File: src/rtl/chain_dma.sv
module chain_dma #(
  parameter int AW = 32
) (
  input  logic          clk,
  input  logic          rst_n,
  input  logic          soft_rst,
  input  logic          enable,
  input  logic          start,
  input  logic          dir_tx,
  input  logic          base_we,
  input  logic [AW-1:0] base_addr,
  input  logic          ie_tx,
  input  logic          ie_rx,
  input  logic          sts_we,
  input  logic [9:0]    sts_wdata,
  output logic [9:0]    status,
  output logic          irq,
  output logic          busy,
  output logic          mem_req,
  output logic          mem_we,
  output logic [AW-1:0] mem_addr,
  output logic [31:0]   mem_wdata,
  input  logic          mem_ack,
  input  logic [31:0]   mem_rdata,
  input  logic          mem_err,
  output logic          fifo_push,
  output logic [31:0]   fifo_wdata,
  input  logic          fifo_full,
  output logic          fifo_pop,
  input  logic [31:0]   fifo_rdata,
  input  logic          fifo_empty
);
  localparam int SZW  = 16;
  localparam int WCW  = SZW - 1;
  localparam int MAXB = 1 << SZW;

  localparam int D_DIC = 1, D_LAST = 2, D_CHAIN = 4, D_ES = 30, D_OWN = 31;
  localparam int B_TX = 0, B_RX = 1, B_FBE = 2, B_DINV = 4, B_ES = 5, B_NIS = 8, B_AIS = 9;

  typedef enum logic [3:0] {
    S_IDLE, S_FETCH, S_RD, S_PUSH, S_POP, S_WR, S_WB, S_ERRWB, S_SUSP, S_HALT
  } st_t;

  st_t            st;
  logic [AW-1:0]  dptr, baddr, nxt;
  logic [1:0]     fidx;
  logic [31:0]    w0, dbuf;
  logic [WCW-1:0] wrem;
  logic           dir;
  logic [9:0]     sts, sts_set;
  logic [SZW:0]   nbytes;
  logic [WCW-1:0] nwords;

  wire ack_ok  = mem_ack && !mem_err;
  wire ack_bad = mem_ack && mem_err;

  assign nbytes = (mem_rdata[SZW-1:0] == '0) ? (SZW+1)'(MAXB) : {1'b0, mem_rdata[SZW-1:0]};
  assign nwords = WCW'((nbytes + (SZW+1)'(3)) >> 2);

  assign busy      = !(st inside {S_IDLE, S_SUSP, S_HALT});
  assign mem_req   = st inside {S_FETCH, S_RD, S_WR, S_WB, S_ERRWB};
  assign mem_we    = st inside {S_WR, S_WB, S_ERRWB};
  assign fifo_push = (st == S_PUSH) && !fifo_full;
  assign fifo_pop  = (st == S_POP) && !fifo_empty;
  assign fifo_wdata = dbuf;
  assign status    = sts;
  assign irq       = |sts;

  always_comb begin
    case (st)
      S_FETCH:    mem_addr = dptr + AW'({fidx, 2'b00});
      S_RD, S_WR: mem_addr = baddr;
      default:    mem_addr = dptr;
    endcase
    case (st)
      S_WR:    mem_wdata = dbuf;
      S_ERRWB: mem_wdata = w0 | (32'd1 << D_ES);
      default: mem_wdata = w0 & ~(32'd1 << D_OWN);
    endcase
  end

  always_comb begin
    sts_set = '0;
    if (!soft_rst) begin
      if (ack_bad && (st inside {S_FETCH, S_RD, S_WR, S_WB}))
        sts_set = sts_set | (10'd1 << B_FBE) | (10'd1 << B_ES) | (10'd1 << B_AIS);
      if (st == S_FETCH && fidx == 2'd0 && ack_ok && !mem_rdata[D_OWN])
        sts_set = sts_set | (10'd1 << B_DINV) | (10'd1 << B_ES) | (10'd1 << B_AIS);
      if (st == S_WB && ack_ok && !w0[D_DIC]) begin
        if (dir && ie_tx)  sts_set = sts_set | (10'd1 << B_TX) | (10'd1 << B_NIS);
        if (!dir && ie_rx) sts_set = sts_set | (10'd1 << B_RX) | (10'd1 << B_NIS);
      end
    end
  end

  always_ff @(posedge clk or negedge rst_n) begin
    if (!rst_n) sts <= '0;
    else        sts <= (sts & ~(sts_we ? sts_wdata : 10'd0)) | sts_set;
  end

  always_ff @(posedge clk or negedge rst_n) begin
    if (!rst_n) begin
      st <= S_IDLE; dptr <= '0; baddr <= '0; nxt <= '0; fidx <= '0;
      w0 <= '0; dbuf <= '0; wrem <= '0; dir <= 1'b0;
    end else if (soft_rst) begin
      st <= S_IDLE; dptr <= '0; fidx <= '0;
    end else begin
      case (st)
        S_IDLE: begin
          if (base_we) dptr <= base_addr;
          if (start && enable) begin
            st <= S_FETCH; fidx <= '0; dir <= dir_tx;
          end
        end
        S_FETCH: begin
          if (ack_bad) st <= S_ERRWB;
          else if (ack_ok) begin
            fidx <= fidx + 2'd1;
            case (fidx)
              2'd0: begin
                w0 <= mem_rdata;
                if (!mem_rdata[D_OWN]) st <= S_SUSP;
              end
              2'd1: wrem  <= nwords;
              2'd2: baddr <= mem_rdata[AW-1:0];
              default: begin
                nxt <= mem_rdata[AW-1:0];
                st  <= dir ? S_RD : S_POP;
              end
            endcase
          end
        end
        S_RD: begin
          if (ack_bad) st <= S_ERRWB;
          else if (ack_ok) begin dbuf <= mem_rdata; st <= S_PUSH; end
        end
        S_PUSH: begin
          if (!fifo_full) begin
            baddr <= baddr + AW'(4);
            wrem  <= wrem - WCW'(1);
            st    <= (wrem == WCW'(1)) ? S_WB : S_RD;
          end
        end
        S_POP: begin
          if (!fifo_empty) begin dbuf <= fifo_rdata; st <= S_WR; end
        end
        S_WR: begin
          if (ack_bad) st <= S_ERRWB;
          else if (ack_ok) begin
            baddr <= baddr + AW'(4);
            wrem  <= wrem - WCW'(1);
            st    <= (wrem == WCW'(1)) ? S_WB : S_POP;
          end
        end
        S_WB: begin
          if (ack_bad) st <= S_HALT;
          else if (ack_ok) begin
            if (w0[D_LAST]) st <= S_IDLE;
            else begin
              dptr <= w0[D_CHAIN] ? nxt : dptr + AW'(16);
              fidx <= '0;
              st   <= S_FETCH;
            end
          end
        end
        S_ERRWB: if (mem_ack) st <= S_HALT;
        S_SUSP, S_HALT: begin
          if (base_we) dptr <= base_addr;
          if (!enable) st <= S_IDLE;
        end
        default: st <= S_IDLE;
      endcase
    end
  end

  a_r12_req_hold: assert property (@(posedge clk) disable iff (!rst_n || soft_rst)
    mem_req && !mem_ack |=> mem_req && $stable(mem_addr) && $stable(mem_we) && $stable(mem_wdata));

  a_r11_srst_idle: assert property (@(posedge clk) disable iff (!rst_n)
    soft_rst |=> !busy && !mem_req);

  a_r9_err_summary: assert property (@(posedge clk) disable iff (!rst_n)
    $rose(sts[B_FBE]) |-> sts[B_AIS] && sts[B_ES]);

  a_r3_susp_quiet: assert property (@(posedge clk) disable iff (!rst_n || soft_rst)
    $rose(sts[B_DINV]) |-> !busy && !fifo_push && !fifo_pop);

  a_r8_tx_norm: assert property (@(posedge clk) disable iff (!rst_n)
    $rose(sts[B_TX]) |-> sts[B_NIS] && dir);

  a_r2_start: assert property (@(posedge clk) disable iff (!rst_n || soft_rst)
    (st == S_IDLE) && start && enable |=> busy && mem_req && !mem_we);
endmodule

File: config.mk
export PLATFORM = sky130hd
export DESIGN_NAME = chain_dma
export DESIGN_NICKNAME = d
export VERILOG_FILES = /design/src/rtl/chain_dma.sv
export SDC_FILE = /design/constraint.sdc
export NUM_CORES = 1
export LEC_CHECK = 0
export ABC_AREA = 1
export BUFFER_PORTS_ARGS = -buffer_cell sky130_fd_sc_hd__buf_2
export CELL_PAD_IN_SITES_DETAIL_PLACEMENT = 2
export CELL_PAD_IN_SITES_GLOBAL_PLACEMENT = 2
export CORE_ASPECT_RATIO = 0.9
export CORE_MARGIN = 5
export CORE_UTILIZATION = 28
export CTS_CLUSTER_SIZE = 30
export DETAILED_ROUTE_END_ITERATION = 12
export GPL_TIMING_DRIVEN = 0
export PLACE_DENSITY_LB_ADDON = 0.1
export REMOVE_ABC_BUFFERS = 1
export SLEW_MARGIN = 20
export SYNTH_ARGS = -nofsm -noshare
export SYNTH_HDL_FRONTEND = slang
export SYNTH_SLANG_ARGS = --single-unit
File: constraint.sdc
create_clock -name clk -period 2.2 [get_ports clk]
set_input_delay 0.44 -clock clk [delete_from_list [all_inputs] [get_ports clk]]
set_output_delay 0.44 -clock clk [all_outputs]
set_load 0.03 [all_outputs]
==> parameters.txt <==
Parameter                              Value

Timing
  Post-Route Skew    11.2 ps
  Hold Slack    113 ps
  Total count of max-transition violations in the final report    0
  Final-layout setup total negative slack    -78270 ps
  Number of hold violations in the final report    0
  Min Clock Period, post-route    3110 ps
  Upper clock frequency limit    approximately 320 MHz
  RSZ-0062 raised after global routing    true
  Final period util    1.41
  Setup slack of the critical path after layout    -909 ps
  Actual slew at the worst max-slew pin    942 ps
  Slew headroom    0.369
  Endpoints failing setup    roughly 250

Synthesis
  Number of flops mapped to enable cells by yosys    0
  Async SR Flop Fraction    1.00
  Synthesis Warnings    0
  Syn avg cell area    6.51 µm²
  Part of the Yosys area used for sequential elements    0.378
  Synthesized cell area    ~13000 µm²
  Post-synthesis instance total    roughly 2000
  Number of distinct library cells after synthesis    40
  Number of synthesized register bits    192
  Main synth FF type    sky130_fd_sc_hd__dfrtp_1

Drt
  Count of antenna-violating nets left after detailed routing    0
  Iteration count of the initial detailed-routing pass    5
  Routed wire length    94.1 mm
  Total number of vias    roughly 17000
  Per-cell via count in the routed design    5.81
  Wire length per cell after detailed routing    31.5 µm
  Number of violations reported at the end of detailed-routing iteration 0    roughly 1500
  DRC Markers    0

Pwr
  Comb power frac    0.693
  Switching power summed over all nets    between 15 and 20 mW
  Overall power    between 30 and 40 mW
  Switching Fraction    0.559
  Clock group share of total power    0.103
  Reported leakage power    between 9 and 10 nW
  VDD IR max    0.000767 V
  Internal cell power    about 15 mW
  Fraction of power consumed by sequential logic    0.204
  Total power density per cell area    around 1600 nW/µm²

Final layout
  Area of the multi-input gates    about 9000 µm²
  Commonest non-fill, non-tap cell in the layout    sky130_fd_sc_hd__nand2_1
  Layout cell share with drive strength beyond 1    0.364
  Commonest non-fill, non-tap cells in the layout    553 x sky130_fd_sc_hd__nand2_1, 186 x sky130_fd_sc_hd__inv_1, 173 x sky130_fd_sc_hd__dfrtp_1, 164 x sky130_fd_sc_hd__buf_2, 137 x sky130_fd_sc_hd__nor2_1
  Fin area    20400 µm²
  Final layout net count    2495
  Footprint of the flip-flops and latches    ~4800 µm²
  Number of cells in the finished layout apart from fillers    around 3000
  Utilization after layout    0.452
  Area growth from synthesis to final layout    60.8%
  Filler instances    ~5000

Clock network
  Sinks on the clock net    about 190
  Number of buffers created by CTS    17
  Max Buffers Root-to-Sink    2
  Reg clk slew, reported paths    around 80 ps
  H-Tree Depth    4
  Clock tree from TritonCTS    yes
  Insertion delay of the later-clocked pin in the worst-skew pair    520 ps
  Clock tree root buffer cell    sky130_fd_sc_hd__clkbuf_16

Placed design
  Cell count after placement    roughly 2700
  Half-perimeter wire length after detailed placement    between 40 and 50 mm
  Input/output buffers    roughly 230
  Gp weighted congestion    ~0.91
  Standard cell area after detailed placement    between 10000 and 15000 µm²
  Minimum setup slack after placement    -1730 ps

Floorplanning
  # IOs    around 230
  Overall die width    roughly 230 µm
  Initial core utilization    0.281
  Number of standard-cell rows in the floorplan    74
  Die Y    212 µm
  Die ar.    between 40000 and 50000 µm²
  Core area    about 45000 µm²

Global route
  Pin count of the biggest net entering global routing    85
  Wire length of the first global-routing pass    about 120 mm
  Total gr overflow    0
  Initial antenna violation count    7
  Global-route usage over all layers    0.326
  Via count of the first global-routing pass    approximately 18000

Status
  Violated checks    setup timing
  Run status    complete, but fails checks

Setup path
  Worst R2R Path Depth    18
  Class of the most critical setup path    flop to output pin
  Signal arrival time at the worst endpoint    between 2000 and 3000 ps
  Type of element launching the critical path    flop
  Critical path data required time    1760 ps
  CP max FO    4
  Worst-case register-to-register setup slack    -490 ps
  CP endpoint kind    output pin
  Worst r2r src    st[1]
  Worst reg2reg endpoint    fifo_wdata[5]

Job
  Number of maximum-capacitance constraint violations    0

Min path
  Number of cells on the worst hold path    2
  Min-Delay Path Class    input pin to flop
  Hold path endpoint    status[7]
  Start point of the worst hold path    sts_wdata[7]
[what timing repair did]
item,4_1_cts,5_1_grt
endpoints found under the hold margin,53,0
pin swaps,48,80
hold buffers,1,0
buffers inserted,145,64
gates cloned,35,15
resized for setup,560,333
setup endpoints to repair,251,248
[Yosys cell counts, drive strengths merged (2+ instances only)]
cell,number,area [µm²]
buf,45,233
o21ai,266,1330
a21oi,39,195
dfrtp,192,4800
nor4,3,18.8
clkbuf,32,121
o22ai,5,31.3
inv,212,796
xor2,5,43.8
nand2,661,2500
nand4,22,144
o211ai,19,148
nand3b,7,52.6
a22oi,3,22.5
a21boi,22,165
nor3,18,90.1
ha,10,125
nor2,189,752
nand3,174,881
o221ai,17,149
o21bai,3,22.5
xnor2,2,17.5
o21a,3,22.5
[area by class of cell]
cell class                      count  share of cell area
Antenna cell                        4            0.000490
Clock buffer                       22              0.0242
Clock inverter                     10             0.00496
Inverter                          212              0.0458
Multi-Input combinational cell   1489               0.438
Sequential cell                   192               0.236
Tap cell                          608              0.0372
Timing Repair Buffer              437               0.204
Timing Repair inverter             15             0.00802
[cells by family (layout without fill, tap and decap cells)]
group | Yosys count | after routing | share of synthesized area
buffers and inverters | 289 | 696 | 0.0905
AO/OA/AOI/OAI | 378 | 378 | 0.165
other | 0 | 4 | 0
AND/OR/NAND/NOR | 1076 | 1093 | 0.350
adder cells (fa/ha/maj) | 11 | 11 | 0.0114
flip-flops | 192 | 192 | 0.378
XOR/XNOR | 7 | 7 | 0.00482
[worst max-delay path, cell delays in order, from the launching register on]
cell	delay, ps
sky130_fd_sc_hd__dfrtp_2	460
sky130_fd_sc_hd__ha_4	180
sky130_fd_sc_hd__nand2_4	80
sky130_fd_sc_hd__nor2_4	210
sky130_fd_sc_hd__buf_6	150
sky130_fd_sc_hd__nand3_1	130
sky130_fd_sc_hd__inv_1	160
sky130_fd_sc_hd__nand3_1	120
sky130_fd_sc_hd__o211ai_1	300
sky130_fd_sc_hd__nand3_2	180
sky130_fd_sc_hd__buf_6	170
[flip-flops by register name, indices dropped and copies added (netlist names)]
register / flops
w0: 32
baddr: 32
dir: 1
wrem: 15
status: 10
st: 4
fifo_wdata: 32
fidx: 2
dptr: 32
nxt: 32
[worst max-delay path by stage]
| stage | startpoint | end | slack, ps | depth (start not counted) |
|---|---|---|---|---|
| 2_1_floorplan | st[0] | fifo_wdata[0] | -1570 | 8 |
| 3_3_place_gp | st[1] | fifo_wdata[4] | -3740 | 9 |
| 3_5_place_dp | st[1] | mem_addr[5] | -1730 | 8 |
| 4_1_cts | fidx[0] | mem_addr[16] | -820 | 8 |
| 5_1_grt | dptr[2] | mem_addr[10] | -900 | 10 |
| 6_report | dptr[4] | mem_addr[20] | -910 | 10 |
[power groups by stage]
stage / Combinational [mW] / Sequential, mW / Clock (mW)
6_report: 23.2 / 6.83 / 3.46
5_1_grt: 23.9 / 6.90 / 3.64
4_1_cts: 19.4 / 6.49 / 3.43
3_5_place_dp: 13.3 / 6.46 / 0
3_3_place_gp: 12.9 / 6.38 / 0
2_1_floorplan: 7.70 / 6.55 / 0
[per-layer routing]
layer | routed length, µm | vias to the layer above | track usage
li1 | - | 7229 | -
met1 | 38000 | 8986 | 0.412
met2 | 43500 | 853 | 0.527
met3 | 6720 | 288 | 0.0741
met4 | 5900 | 0 | 0.159
met5 | 0 | - | 0
(Power assumes the default switching activity.)
